$ cat src/rtl/phy_vctl_pkg.sv
package phy_vctl_pkg;
  localparam int REG_W     = 16;
  localparam int NUM_GPIO  = 2;

  // field positions decoded by the management side
  localparam int B_RPTR    = 15;
  localparam int B_IRQPOL  = 14;
  localparam int B_HIZ     = 12;
  localparam int B_SQEINH  = 11;
  localparam int B_LB10    = 10;
  localparam int B_GPIO_LO = 6;   // pin i: dir at LO+2i, data at LO+2i+1

  function automatic int dir_pos(input int i);
    return B_GPIO_LO + 2 * i;
  endfunction

  function automatic int dat_pos(input int i);
    return B_GPIO_LO + 2 * i + 1;
  endfunction

  typedef struct packed {
    logic                rptr;
    logic                irq_pol;
    logic                tx_hiz;
    logic                sqe_inh;
    logic                lb10;
    logic [NUM_GPIO-1:0] gdir;
    logic [NUM_GPIO-1:0] gdat;
  } vctl_fields_t;
endpackage

$ cat src/rtl/vctl_sync.sv
module vctl_sync #(
  parameter int W      = 2,
  parameter int STAGES = 2
) (
  input  logic         clk,
  input  logic         rst,
  input  logic [W-1:0] d,
  output logic [W-1:0] q
);
  logic [W-1:0] stg [STAGES];

  always_ff @(posedge clk) begin
    if (rst) begin
      for (int s = 0; s < STAGES; s++) stg[s] <= '0;
    end else begin
      stg[0] <= d;
      for (int s = 1; s < STAGES; s++) stg[s] <= stg[s-1];
    end
  end

  assign q = stg[STAGES-1];
endmodule

$ cat src/rtl/vctl_field_regs.sv
module vctl_field_regs
  import phy_vctl_pkg::*;
#(
  parameter int DATA_W = REG_W,
  parameter int NG     = NUM_GPIO
) (
  input  logic              clk,
  input  logic              rst,
  input  logic              sel,
  input  logic              wr_en,
  input  logic [DATA_W-1:0] wr_data,
  output vctl_fields_t      fields
);
  localparam vctl_fields_t RST_VAL = '{
    rptr: 1'b0, irq_pol: 1'b0, tx_hiz: 1'b0, sqe_inh: 1'b0, lb10: 1'b0,
    gdir: {NG{1'b1}}, gdat: '0
  };

  logic wr_hit;
  assign wr_hit = sel && wr_en;

  always_ff @(posedge clk) begin
    if (rst) begin
      fields <= RST_VAL;
    end else if (wr_hit) begin
      fields.rptr    <= wr_data[B_RPTR];
      fields.irq_pol <= wr_data[B_IRQPOL];
      fields.sqe_inh <= wr_data[B_SQEINH];
      fields.lb10    <= wr_data[B_LB10];
      // sticky: a write can set it, only reset clears it
      fields.tx_hiz  <= fields.tx_hiz | wr_data[B_HIZ];
      for (int i = 0; i < NG; i++) begin
        fields.gdir[i] <= wr_data[dir_pos(i)];
        fields.gdat[i] <= wr_data[dat_pos(i)];
      end
    end
  end
endmodule

$ cat src/rtl/vctl_gpio_pin.sv
module vctl_gpio_pin (
  input  logic clk,
  input  logic rst,
  input  logic dir_in,
  input  logic dat,
  input  logic pin_sync,
  output logic pad_oe,
  output logic pad_out,
  output logic rd_bit
);
  always_ff @(posedge clk) begin
    if (rst) begin
      pad_oe  <= 1'b0;
      pad_out <= 1'b0;
    end else begin
      pad_oe  <= ~dir_in;
      pad_out <= dat;
    end
  end

  assign rd_bit = dir_in ? pin_sync : dat;
endmodule

$ cat src/rtl/vctl_line_ctrl.sv
module vctl_line_ctrl
  import phy_vctl_pkg::*;
(
  input  logic         clk,
  input  logic         rst,
  input  vctl_fields_t fields,
  input  logic         mode_10bt,
  input  logic         irq_req,
  output logic         irq_pin,
  output logic         repeater_mode,
  output logic         fdx_allowed,
  output logic         crs_rx_only,
  output logic         sqe_test_en,
  output logic         tx_hiz,
  output logic         loopback_en
);
  always_ff @(posedge clk) begin
    if (rst) begin
      irq_pin       <= 1'b1;
      repeater_mode <= 1'b0;
      fdx_allowed   <= 1'b1;
      crs_rx_only   <= 1'b0;
      sqe_test_en   <= 1'b0;
      tx_hiz        <= 1'b0;
      loopback_en   <= 1'b0;
    end else begin
      irq_pin       <= irq_req ^ ~fields.irq_pol;
      repeater_mode <= fields.rptr;
      fdx_allowed   <= ~fields.rptr;
      crs_rx_only   <= fields.rptr;
      sqe_test_en   <= mode_10bt & ~fields.sqe_inh & ~fields.rptr;
      tx_hiz        <= fields.tx_hiz;
      loopback_en   <= fields.lb10 & mode_10bt;
    end
  end
endmodule

$ cat src/rtl/phy_vendor_ctrl.sv
module phy_vendor_ctrl
  import phy_vctl_pkg::*;
#(
  parameter int SYNC_STAGES = 2
) (
  input  logic                clk,
  input  logic                rst,
  input  logic                sel,
  input  logic                wr_en,
  input  logic [REG_W-1:0]    wr_data,
  output logic [REG_W-1:0]    rd_data,
  input  logic                irq_req,
  output logic                irq_pin,
  input  logic                mode_10bt,
  output logic                repeater_mode,
  output logic                fdx_allowed,
  output logic                crs_rx_only,
  output logic                sqe_test_en,
  output logic                tx_hiz,
  output logic                loopback_en,
  input  logic [NUM_GPIO-1:0] gpio_in,
  output logic [NUM_GPIO-1:0] gpio_out,
  output logic [NUM_GPIO-1:0] gpio_oe
);
  vctl_fields_t        fields;
  logic [NUM_GPIO-1:0] pin_sync;
  logic [NUM_GPIO-1:0] rd_bits;
  logic [REG_W-1:0]    image;

  vctl_field_regs #(.DATA_W(REG_W), .NG(NUM_GPIO)) u_regs (
    .clk, .rst, .sel, .wr_en, .wr_data, .fields
  );

  vctl_sync #(.W(NUM_GPIO), .STAGES(SYNC_STAGES)) u_sync (
    .clk, .rst, .d(gpio_in), .q(pin_sync)
  );

  for (genvar g = 0; g < NUM_GPIO; g++) begin : g_pin
    vctl_gpio_pin u_pin (
      .clk, .rst,
      .dir_in  (fields.gdir[g]),
      .dat     (fields.gdat[g]),
      .pin_sync(pin_sync[g]),
      .pad_oe  (gpio_oe[g]),
      .pad_out (gpio_out[g]),
      .rd_bit  (rd_bits[g])
    );
  end

  vctl_line_ctrl u_line (
    .clk, .rst, .fields, .mode_10bt, .irq_req, .irq_pin,
    .repeater_mode, .fdx_allowed, .crs_rx_only, .sqe_test_en,
    .tx_hiz, .loopback_en
  );

  always_comb begin
    image           = '0;
    image[B_RPTR]   = fields.rptr;
    image[B_IRQPOL] = fields.irq_pol;
    image[B_HIZ]    = fields.tx_hiz;
    image[B_SQEINH] = fields.sqe_inh;
    image[B_LB10]   = fields.lb10;
    for (int i = 0; i < NUM_GPIO; i++) begin
      image[dir_pos(i)] = fields.gdir[i];
      image[dat_pos(i)] = rd_bits[i];
    end
  end

  always_ff @(posedge clk) begin
    if (rst) rd_data <= '0;
    else     rd_data <= sel ? image : '0;
  end
endmodule

$ cat config.mk
export PLATFORM = sky130hd
export DESIGN_NAME = phy_vendor_ctrl
export DESIGN_NICKNAME = d
export VERILOG_FILES = /design/src/rtl/phy_vctl_pkg.sv /design/src/rtl/vctl_sync.sv /design/src/rtl/vctl_field_regs.sv /design/src/rtl/vctl_gpio_pin.sv /design/src/rtl/vctl_line_ctrl.sv /design/src/rtl/phy_vendor_ctrl.sv
export SDC_FILE = /design/constraint.sdc
export NUM_CORES = 1
export LEC_CHECK = 0
export BUFFER_PORTS_ARGS = -buffer_cell sky130_fd_sc_hd__buf_2
export CAP_MARGIN = 20
export CORE_UTILIZATION = 35
export CTS_CLUSTER_SIZE = 24
export DETAILED_ROUTE_END_ITERATION = 8
export SLEW_MARGIN = 20
export SYNTH_ARGS = -nofsm -noshare
export SYNTH_HDL_FRONTEND = slang
export SYNTH_SLANG_ARGS = --single-unit
$ cat constraint.sdc
create_clock -name clk -period 2.6 [get_ports clk]
set_input_delay 0.39 -clock clk [delete_from_list [all_inputs] [get_ports clk]]
set_output_delay 0.39 -clock clk [all_outputs]
set_load 0.01 [all_outputs]
==> results.py, run 1 <==
metrics = {
    "timing": {
        "rsz0062_at_grt": "no",
        "setup_viol": 0,
        "pins_over_slew_limit": 0,
        "hold_fails_final_rpt": 0,
        "finalSetupTns_ps": 0,
        "fmaxAchievable_mhz": 863,
        "clock_skew_ps": 6.62,
        "final_min_period_over_clock_period_pct": 44.6,
        "final.min_clock_period_ps": 1160,
        "finalWorstSetupSlack_ps": 1440,
    },
    "synth": {
        "ys_warn_count": 0,
        "syn_avg_cell_area_um2": 11.2,
        "post_synth_instance_area_um2": 1120,
        "ys_ff_latch": 32,
        "syn-instance-count": 100,
        "post_synth_num_cell_types": 23,
        "ys_seq_area_share_pct": 57.0,
    },
    "power_and_ir_drop": {
        "power_switching_share_pct": 21.9,
        "relative_contribution_of_the_clock_network_to_total_power_pct": 32.3,
        "total_design_power_w": 0.000865,
        "power.density_nw_per_um2": 663,
        "irDropWorstVdd_v": 0.000217,
        "leakage_nw": 0.625,
        "power.combinational.fraction_pct": 8.1,
        "pwr-share-seq_pct": 59.7,
        "internal_power_w": 0.000676,
        "switching_power_w": 0.000189,
    },
    "grt": {
        "grt_first_pass_wirelength_mm": 2.66,
        "grt_start_max_net_pins": 25,
        "grt-ovfl-total": 0,
        "grt_use_total_pct": 11.2,
        "global_route_met2_usage_pct": 18.7,
        "busiest_layer": "met2",
        "antenna_found_initial": 0,
        "grt.met3_usage_pct": 6.15,
        "grt.met1_usage_pct": 10.7,
        "number_of_global_route_vias_before_repair": 593,
    },
    "clock_network": {
        "postCtsSetupRepairBufs": 0,
        "post_cts_hold_buffers": 0,
        "clk-insertion-delay-late_ps": 320,
        "clockRootBuffer": "sky130_fd_sc_hd__clkbuf_4",
        "clk_transition_reported_paths_ps": 90,
        "cts_htree_levels": 2,
        "post_cts_resized": 0,
        "cts_made_buffers": 5,
        "max-clock-path-buffers": 2,
        "clock_sink_count": 32,
        "cts_tree": "built",
    },
    "floorplan": {
        "die_height_um": 58.7,
        "fp.dieArea_um2": 3440,
        "number_of_rows_created_at_floorplan": 20,
        "core_area_um2": 3050,
        "pin_count": 51,
        "initial_core_util_pct": 36.8,
        "die_width_um": 58.7,
    },
    "drt": {
        "route.detailed.wl_per_inst_um": 9.82,
        "drt_first_iter_violations": 5,
        "antenna_violating_nets_post_route": 0,
        "drc": 0,
        "viasPerCell": 3.97,
        "detailedRoute.firstPassIterationCount": 4,
        "vias": 703,
        "route.final.wire_length_mm": 1.74,
    },
    "cells_and_area": {
        "diodes": 0,
        "drive_gt1_share_pct": 36.8,
        "final_cell_mix": "sky130_fd_sc_hd__buf_2 (36), sky130_fd_sc_hd__dfxtp_1 (32), sky130_fd_sc_hd__nor2b_1 (10)",
        "fillers": 328,
        "most_common_cell_after_layout_fill_and_taps_aside": "sky130_fd_sc_hd__buf_2",
        "post-route-cell-area_um2": 1300,
        "syn_to_final_growth_pct": 16.0,
        "layoutNonFillerInstCount": 177,
        "finalNetCount": 156,
    },
    "critical_path": {
        "critical-path-top-delay-family": "flip-flops",
        "cp_slowest_stage_delay_ps": 330,
        "worst_ep_required_time_ps": 2210,
        "worst_setup_path_end_kind": "primary output",
        "timing.critical_path.arrival_ps": 770,
        "start_kind": "flop",
        "crit_chain": "buf_2",
        "worst-setup-path-type": "reg -> out",
        "critical_path_buffers_and_inverters": 1,
        "critPathMaxFanout": 2,
        "slowest_stage": "sky130_fd_sc_hd__dfxtp_1",
    },
    "placed_design": {
        "buffer_ports.inserted": 36,
        "place_inst": 169,
        "placed_area_um2": 1240,
        "place_congestion": 0.715,
        "dp_hpwl_mm": 1.23,
        "pre_cts_ws_ps": 1310,
    },
    "min_path": {
        "timing.hold.worst.class": "in -> reg",
    },
    "run_status": {
        "status": "finished, final reports clean",
    },
    "job": {
        "max_cap_violations": 0,
    },
}
## final cells by class
cell class / count / area, um2 / share of cell area (%)
well taps: 44 / 55.1 / 4.22
repair buffers: 36 / 180 / 13.8
inverters: 1 / 3.75 / 0.288
clock buffers: 8 / 58.8 / 4.51
flip-flops and latches: 32 / 641 / 49.1
multi-input cells: 56 / 365 / 28.0
## Yosys cell counts, drive strengths merged
cell type / n / area (um2)
dfxtp: 32 / 641
buf: 17 / 136
nor2b: 11 / 71.3
and2: 8 / 52.6
nor2: 7 / 26.3
mux2i: 4 / 40.0
a21bo: 3 / 30.0
a21oi: 3 / 15.0
nand3: 3 / 15.0
mux2: 2 / 30.0
nand2b: 2 / 12.5
a31oi: 1 / 6.26
and3b: 1 / 8.76
conb: 1 / 3.75
inv: 1 / 3.75
nand4b: 1 / 8.76
nor4b: 1 / 8.76
o21ai: 1 / 5.00
xor2: 1 / 8.76
## stage by stage
step | util (%) | hold WS [ps]
final | 42.7 | 278
after global routing | 42.7 | 260
after CTS | 42.7 | 257
after detailed placement | 40.8 | 420
after global placement | 40.8 | 418
after floorplan | - | 403
## registers in the layout, indices dropped and copies added (netlist names)
name / cells
rd_data: 9
u_regs.fields: 9
u_sync.stg: 4
g_pin.u_pin.pad_oe: 2
g_pin.u_pin.pad_out: 2
u_line.fdx_allowed: 1
u_line.irq_pin: 1
u_line.loopback_en: 1
u_line.repeater_mode: 1
u_line.sqe_test_en: 1
u_line.tx_hiz: 1
## power groups by stage
stage / sequential [W] / combinational, W / clock [W]
6_report: 0.000516 / 0.0000696 / 0.000279
3_3_place_gp: 0.000527 / 0.0000691 / 0
4_1_cts: 0.000516 / 0.0000705 / 0.000294
3_5_place_dp: 0.000528 / 0.0000701 / 0
5_1_grt: 0.000519 / 0.0000776 / 0.000317
2_1_floorplan: 0.000531 / 0.0000551 / 0
## per-layer routing
| layer | up-vias | part of all wire, % |
|---|---|---|
| met5 | - | 0 |
| met4 | 0 | 1.6 |
| met3 | 3 | 7.1 |
| met2 | 29 | 47 |
| met1 | 310 | 44 |
| li1 | 361 | - |
## kinds of logic (layout without fill, tap and decap cells)
| group | after synthesis | in the layout | share of synthesized area [%] |
|---|---|---|---|
| xor gates and xnor gates | 1 | 1 | 0.780 |
| buffers and inverters | 18 | 45 | 12.5 |
| other | 1 | 7 | 0.334 |
| DFF | 32 | 32 | 57.0 |
| AOI/OAI and AO/OA | 8 | 8 | 5.01 |
| muxes | 6 | 6 | 6.24 |
| and+or+nand+nor | 34 | 34 | 18.2 |
## worst paths after layout
kind                                            from                to  slack [ps]  cells after the start
worst max register to register      u_regs.fields[1]  u_regs.fields[1]        1730                      2
worst min-delay path                      gpio_in[1]  u_sync.stg[0][1]         280                      2
worst min register to register      u_sync.stg[0][1]  u_sync.stg[0][3]         440                      1
worst max-delay path            u_line.repeater_mode     repeater_mode        1440                      1
(Power assumes the default switching activity.)
==> run 2: changes to the inputs <==
--- a/config.mk
+++ b/config.mk
@@ -5,6 +5,7 @@
 export SDC_FILE = /design/constraint.sdc
 export NUM_CORES = 1
 export LEC_CHECK = 0
+export ABC_AREA = 1
 export BUFFER_PORTS_ARGS = -buffer_cell sky130_fd_sc_hd__buf_2
 export CAP_MARGIN = 20
 export CORE_UTILIZATION = 35
==> constraint.sdc (replaced) <==
create_clock -name clk -period 1.1 [get_ports clk]
set_input_delay 0.165 -clock clk [delete_from_list [all_inputs] [get_ports clk]]
set_output_delay 0.165 -clock clk [all_outputs]
set_load 0.01 [all_outputs]
==> run 2 against run 1 <==
- critical endpoint is now rd_data[14]
- non-clock buffer count grew 3
- setup slack worse by 1300 ps
- synthesized cell count increased by 27%
- via count is 17% higher
- routed wire length increased by 2.9%
- the flow now finishes with violations (DRC)
- critical path type unchanged
- global-route usage up 1.7 points
==> results.py, run 2 <==
metrics = {
    "critical_path": {
        "critical-path-top-delay-family": "flip-flops",
        "worst_setup_path_end_kind": "primary output",
        "critPathMaxFanout": 1,
        "critical_path_buffers_and_inverters": 1,
        "worst_ep_required_time_ps": 940,
        "reg2reg_setup_slack_ps": 410,
        "cp_slowest_stage_delay_ps": 330,
        "worst-setup-path-type": "reg -> out",
        "slowest_stage": "sky130_fd_sc_hd__dfxtp_1",
        "crit_chain": "buf_2",
        "start_kind": "flop",
        "timing.critical_path.arrival_ps": 780,
    },
    "timing": {
        "rsz0062_at_grt": "no",
        "final.min_clock_period_ps": 946,
        "fmaxAchievable_mhz": 1060,
        "hold_fails_final_rpt": 0,
        "finalSetupTns_ps": 0,
        "setup_viol": 0,
        "final_min_period_over_clock_period_pct": 86.0,
        "clock_skew_ps": 5.30,
        "pins_over_slew_limit": 0,
    },
    "cells_and_area": {
        "drive_gt1_share_pct": 28.7,
        "finalNetCount": 188,
        "layoutNonFillerInstCount": 195,
        "fillers": 280,
        "final_cell_mix": "sky130_fd_sc_hd__buf_2 (36), sky130_fd_sc_hd__dfxtp_1 (32), sky130_fd_sc_hd__nor2_1 (29), sky130_fd_sc_hd__nand2_1 (23), sky130_fd_sc_hd__inv_1 (16)",
        "syn_to_final_growth_pct": 20.4,
        "most_common_cell_after_layout_fill_and_taps_aside": "sky130_fd_sc_hd__buf_2",
        "biggestRegsByFlops": "rd_data x9, u_regs.fields x9, u_sync.stg x4",
        "diodes": 0,
    },
    "synth": {
        "ys_warn_count": 0,
        "post_synth_instance_area_um2": 1070,
        "ys_async_sr_fraction_pct": 0,
        "yosysMostFrequentCell": "sky130_fd_sc_hd__dfxtp_1",
        "syn_avg_cell_area_um2": 8.40,
        "ys_ff_latch": 32,
        "post_synth_num_cell_types": 13,
        "synth_top_flop_cell": "sky130_fd_sc_hd__dfxtp_1",
        "synth.cells.most_frequent": "sky130_fd_sc_hd__dfxtp_1 (32), sky130_fd_sc_hd__nor2_1 (29), sky130_fd_sc_hd__nand2_1 (23), sky130_fd_sc_hd__inv_1 (16), sky130_fd_sc_hd__buf_4 (12)",
        "synth_area_leaders": "sky130_fd_sc_hd__dfxtp_1 (60%), sky130_fd_sc_hd__nor2_1 (10%), sky130_fd_sc_hd__buf_4 (8.4%), sky130_fd_sc_hd__nand2_1 (8.1%), sky130_fd_sc_hd__inv_1 (5.6%)",
        "area_share_of_the_largest_cell_type_after_synthesis_pct": 60.0,
        "leading_area_contributor_after_synthesis": "sky130_fd_sc_hd__dfxtp_1",
        "ys_seq_area_share_pct": 60.0,
        "syn-instance-count": 127,
        "synth_edf_count": 0,
    },
    "run_status": {
        "status": "finished, violations left",
        "violations": "DRC",
    },
    "job": {
        "max_cap_violations": 0,
    },
    "clock_network": {
        "cts_tree": "built",
        "clk_transition_reported_paths_ps": 90,
        "cts_htree_levels": 2,
        "max-clock-path-buffers": 2,
        "clock_sink_count": 32,
        "postCtsSetupRepairBufs": 0,
        "clockRootBuffer": "sky130_fd_sc_hd__clkbuf_4",
        "post_cts_resized": 0,
        "clk-insertion-delay-late_ps": 320,
        "post_cts_hold_buffers": 0,
        "cts_made_buffers": 5,
    },
    "power_and_ir_drop": {
        "total_design_power_w": 0.00214,
        "irDropWorstVdd_v": 0.000687,
        "leakage_nw": 0.713,
        "power.density_nw_per_um2": 1670,
    },
    "drt": {
        "drc": 3,
        "route.final.wire_length_mm": 1.79,
        "drt_first_iter_violations": 21,
        "route.detailed.wl_per_inst_um": 9.17,
        "viasPerCell": 4.22,
        "antenna_violating_nets_post_route": 0,
        "vias": 823,
        "detailedRoute.firstPassIterationCount": 7,
    },
    "placed_design": {
        "dp_hpwl_mm": 1.34,
        "place_congestion": 0.748,
        "place_inst": 188,
        "buffer_ports.inserted": 36,
    },
    "grt": {
        "grt_first_pass_wirelength_mm": 3.06,
        "number_of_global_route_vias_before_repair": 764,
        "grt_start_max_net_pins": 16,
        "grt-ovfl-total": 0,
        "antenna_found_initial": 0,
        "grt_use_total_pct": 12.9,
    },
    "floorplan": {
        "die_height_um": 57.2,
        "core_area_um2": 2830,
        "die_width_um": 57.2,
        "pin_count": 51,
        "fp.dieArea_um2": 3270,
        "initial_core_util_pct": 37.7,
        "number_of_rows_created_at_floorplan": 19,
    },
    "min_path": {
        "timing.hold.worst.class": "in -> reg",
    },
}
## run 2: cell types whose count changed in the layout (fill, tap and decap cells not counted), moves of 3 or more
cell / change
sky130_fd_sc_hd__mux2i_1: -4
sky130_fd_sc_hd__nor2b_1: -10
sky130_fd_sc_hd__nor2_1: +22
sky130_fd_sc_hd__and2_1: -7
sky130_fd_sc_hd__a21bo_2: -3
sky130_fd_sc_hd__nand2_1: +23
sky130_fd_sc_hd__inv_1: +15
sky130_fd_sc_hd__buf_4: +3
## run 2: cell families after synthesis
logic type / Yosys count / share of synthesized area (%)
AOI/OAI and AO/OA: 5 / 2.34
buffers and inverters: 31 / 16.1
DFF: 32 / 60.0
other: 1 / 0.351
and+or+nand+nor: 58 / 21.2
## run 2: layer usage
layer	up-vias	track usage (%)	share of wire, %	wire [um]
met2	30	22.4	50	898
met4	0	8.36	1.6	28
met1	365	11.9	40	718
met3	2	6.80	8.0	143
met5	-	0	0	0
li1	426	-	-	-
## run 2: worst paths after layout
check              startpoint                to  cells past startpoint
max               rd_data[14]       rd_data[14]                      1
min                   irq_req    u_line.irq_pin                      2
max reg2reg  u_regs.fields[3]        rd_data[9]                      3
min reg2reg  u_sync.stg[0][1]  u_sync.stg[0][3]                      2
## run 2: through the flow
step	utilization, %	hold slack (ps)	area, um2	worst slack, ps
5_1_grt	45.4	31.5	1280	88.6
6_report	45.4	37.5	1280	154
3_5_place_dp	43.1	378	1220	192
2_1_floorplan	-	265	1090	450
4_1_cts	45.4	22.7	1280	130
3_3_place_gp	43.1	368	1220	227
## run 2: layout make-up
cell class / count / area, um2 / area share (%)
inverter: 16 / 60.1 / 4.67
multi-input combinational: 70 / 278 / 21.6
timing repair buffer: 39 / 203 / 15.8
clock buffer: 7 / 65.1 / 5.06
tap: 31 / 38.8 / 3.02
sequential: 32 / 641 / 49.9
## run 2: power breakdown
part | internal (W) | switching [W] | total [W]
logic | 0.0000759 | 0.000110 | 0.000186
clock network | 0.000362 | 0.000362 | 0.000724
registers | 0.00121 | 0.0000208 | 0.00123
==> run 3: changes to the inputs <==
--- a/config.mk
+++ b/config.mk
@@ -11,6 +11,8 @@
 export CORE_UTILIZATION = 35
 export CTS_CLUSTER_SIZE = 24
 export DETAILED_ROUTE_END_ITERATION = 8
+export GPL_TIMING_DRIVEN = 0
+export REMOVE_ABC_BUFFERS = 1
 export SLEW_MARGIN = 20
 export SYNTH_ARGS = -nofsm -noshare
 export SYNTH_HDL_FRONTEND = slang
==> run 3 against run 2 <==
- the flow still finishes with violations (DRC)
- critical path depth is 3 higher
- critical path type is now in -> reg
- clock-buffer cell count unchanged
- setup slack got worse by 14 ps
- utilization is 0.27 points higher
- die area unchanged
- maximum frequency is 1.4% lower
- cell area up 0.58%
- via count decreased by 2.1%
- largest cell class unchanged
- final cell count fell by 1.0%
- routed wire length up 4.3%
==> results.py, run 3 (synthesis results as in run 2) <==
metrics = {
    "drt": {
        "route.detailed.wl_per_inst_um": 9.67,
        "detailedRoute.firstPassIterationCount": 8,
        "drc": 4,
        "drt_first_iter_violations": 22,
        "route.final.wire_length_mm": 1.87,
        "vias": 806,
        "viasPerCell": 4.18,
        "antenna_violating_nets_post_route": 0,
    },
    "timing": {
        "final_min_period_over_clock_period_pct": 87.3,
        "hold_fails_final_rpt": 0,
        "rsz0062_at_grt": "no",
        "fmaxAchievable_mhz": 1040,
        "setup_viol": 0,
        "clock_skew_ps": 6.37,
        "final.min_clock_period_ps": 960,
        "pins_over_slew_limit": 0,
        "finalWorstSetupSlack_ps": 140,
        "finalSetupTns_ps": 0,
    },
    "cells_and_area": {
        "multiInputGateArea_um2": 278,
        "drive_gt1_share_pct": 27.8,
        "syn_to_final_growth_pct": 21.1,
        "biggestRegsByFlops": "rd_data x9, u_regs.fields x9, u_sync.stg x4",
        "sequential_cell_area_um2": 641,
        "final_cell_mix": "sky130_fd_sc_hd__buf_2 (36), sky130_fd_sc_hd__dfxtp_1 (32), sky130_fd_sc_hd__nor2_1 (29), sky130_fd_sc_hd__nand2_1 (23), sky130_fd_sc_hd__inv_1 (16)",
        "diodes": 0,
        "finalNetCount": 185,
        "post-route-cell-area_um2": 1290,
        "most_common_cell_after_layout_fill_and_taps_aside": "sky130_fd_sc_hd__buf_2",
        "fillers": 274,
    },
    "floorplan": {
        "die_width_um": 57.2,
        "fp.dieArea_um2": 3270,
        "pin_count": 51,
        "initial_core_util_pct": 37.7,
        "core_area_um2": 2830,
        "number_of_rows_created_at_floorplan": 19,
        "die_height_um": 57.2,
    },
    "critical_path": {
        "timing.critical_path.arrival_ps": 1220,
        "slowest_stage": "sky130_fd_sc_hd__inv_1",
        "start_kind": "primary input",
        "worst_setup_path_end_kind": "flop",
        "worstSetupStartpoint": "rst",
        "critical-path-top-delay-family": "buffers and inverters",
        "cp_slowest_stage_delay_ps": 340,
        "critPathMaxFanout": 13,
        "worst-setup-path-type": "in -> reg",
        "r2r-start": "u_regs.fields[2]",
        "worst_ep_required_time_ps": 1360,
        "critical_path_buffers_and_inverters": 2,
        "crit_chain": "buf_2, inv_1, nand2_1, a21oi_1",
    },
    "job": {
        "max_cap_violations": 0,
    },
    "placed_design": {
        "buffer_ports.inserted": 36,
        "dp_hpwl_mm": 1.28,
        "place_congestion": 0.744,
        "pre_cts_ws_ps": -210,
        "placed_area_um2": 1200,
    },
    "clock_network": {
        "clk-insertion-delay-late_ps": 320,
        "max-clock-path-buffers": 2,
        "clockRootBuffer": "sky130_fd_sc_hd__clkbuf_4",
        "post_cts_hold_buffers": 0,
        "clock_sink_count": 32,
        "cts_made_buffers": 5,
        "postCtsSetupRepairBufs": 0,
        "cts_tree": "built",
        "post_cts_resized": 0,
        "clk_transition_reported_paths_ps": 100,
        "cts_htree_levels": 2,
    },
    "power_and_ir_drop": {
        "irDropWorstVdd_v": 0.000686,
        "total_design_power_w": 0.00241,
        "leakage_nw": 0.713,
        "power.density_nw_per_um2": 1860,
    },
    "grt": {
        "global_route_met2_usage_pct": 19.7,
        "grt.met1_usage_pct": 12.9,
        "busiest_layer": "met2",
        "antenna_found_initial": 0,
        "grt_first_pass_wirelength_mm": 2.80,
        "number_of_global_route_vias_before_repair": 661,
        "grt_use_total_pct": 12.0,
        "grt_start_max_net_pins": 16,
        "grt-ovfl-total": 0,
        "grt.met3_usage_pct": 5.44,
    },
    "run_status": {
        "status": "finished, violations left",
        "violations": "DRC",
    },
    "min_path": {
        "hp-start": "gpio_in[1]",
        "timing.hold.worst.class": "in -> reg",
    },
}
-- run 3: metrics by stage --
step / instances / utilization, % / hold WS (ps)
finish: 193 / 45.7 / 32.5
global route: 193 / 45.7 / 21.4
CTS: 193 / 45.7 / 17.6
detailed placement: 185 / 42.3 / 376
global placement: 185 / 42.3 / 368
floorplan: 118 / - / 232
-- run 3: worst min-delay path, delay by kind of cell --
family,cells,cell delay (ps)
buffers and inverters,2,130
AND/OR/NAND/NOR,1,30
-- run 3: routing by layer --
metal / share of wire (%) / up-vias
met5: 0 / -
met2: 44 / 35
li1: - / 422
met1: 46 / 344
met4: 2.3 / 0
met3: 7.7 / 5
-- run 3: worst paths after layout --
check / to / slack [ps] / cells after the start
hold reg to reg: u_sync.stg[0][2] / 410 / 2
setup / recovery: rd_data[7] / 140 / 4
setup reg to reg: rd_data[7] / 410 / 3
hold / removal: u_sync.stg[0][1] / 30 / 3
-- run 3: where the power goes --
part           total (W)  internal (W)  leakage (nW)  switching [W]
logic           0.000182     0.0000689         0.398       0.000113
clock network   0.000991      0.000603        0.0515       0.000387
registers        0.00123       0.00121         0.263      0.0000210
-- run 3: area by class of cell --
class | instances | share of cell area (%)
repair buffers | 36 | 13.9
well taps | 31 | 3.00
inverters | 16 | 4.65
clock inverters | 1 | 2.32
clock buffers | 7 | 5.03
multi-input cells | 70 | 21.5
flip-flops and latches | 32 | 49.6
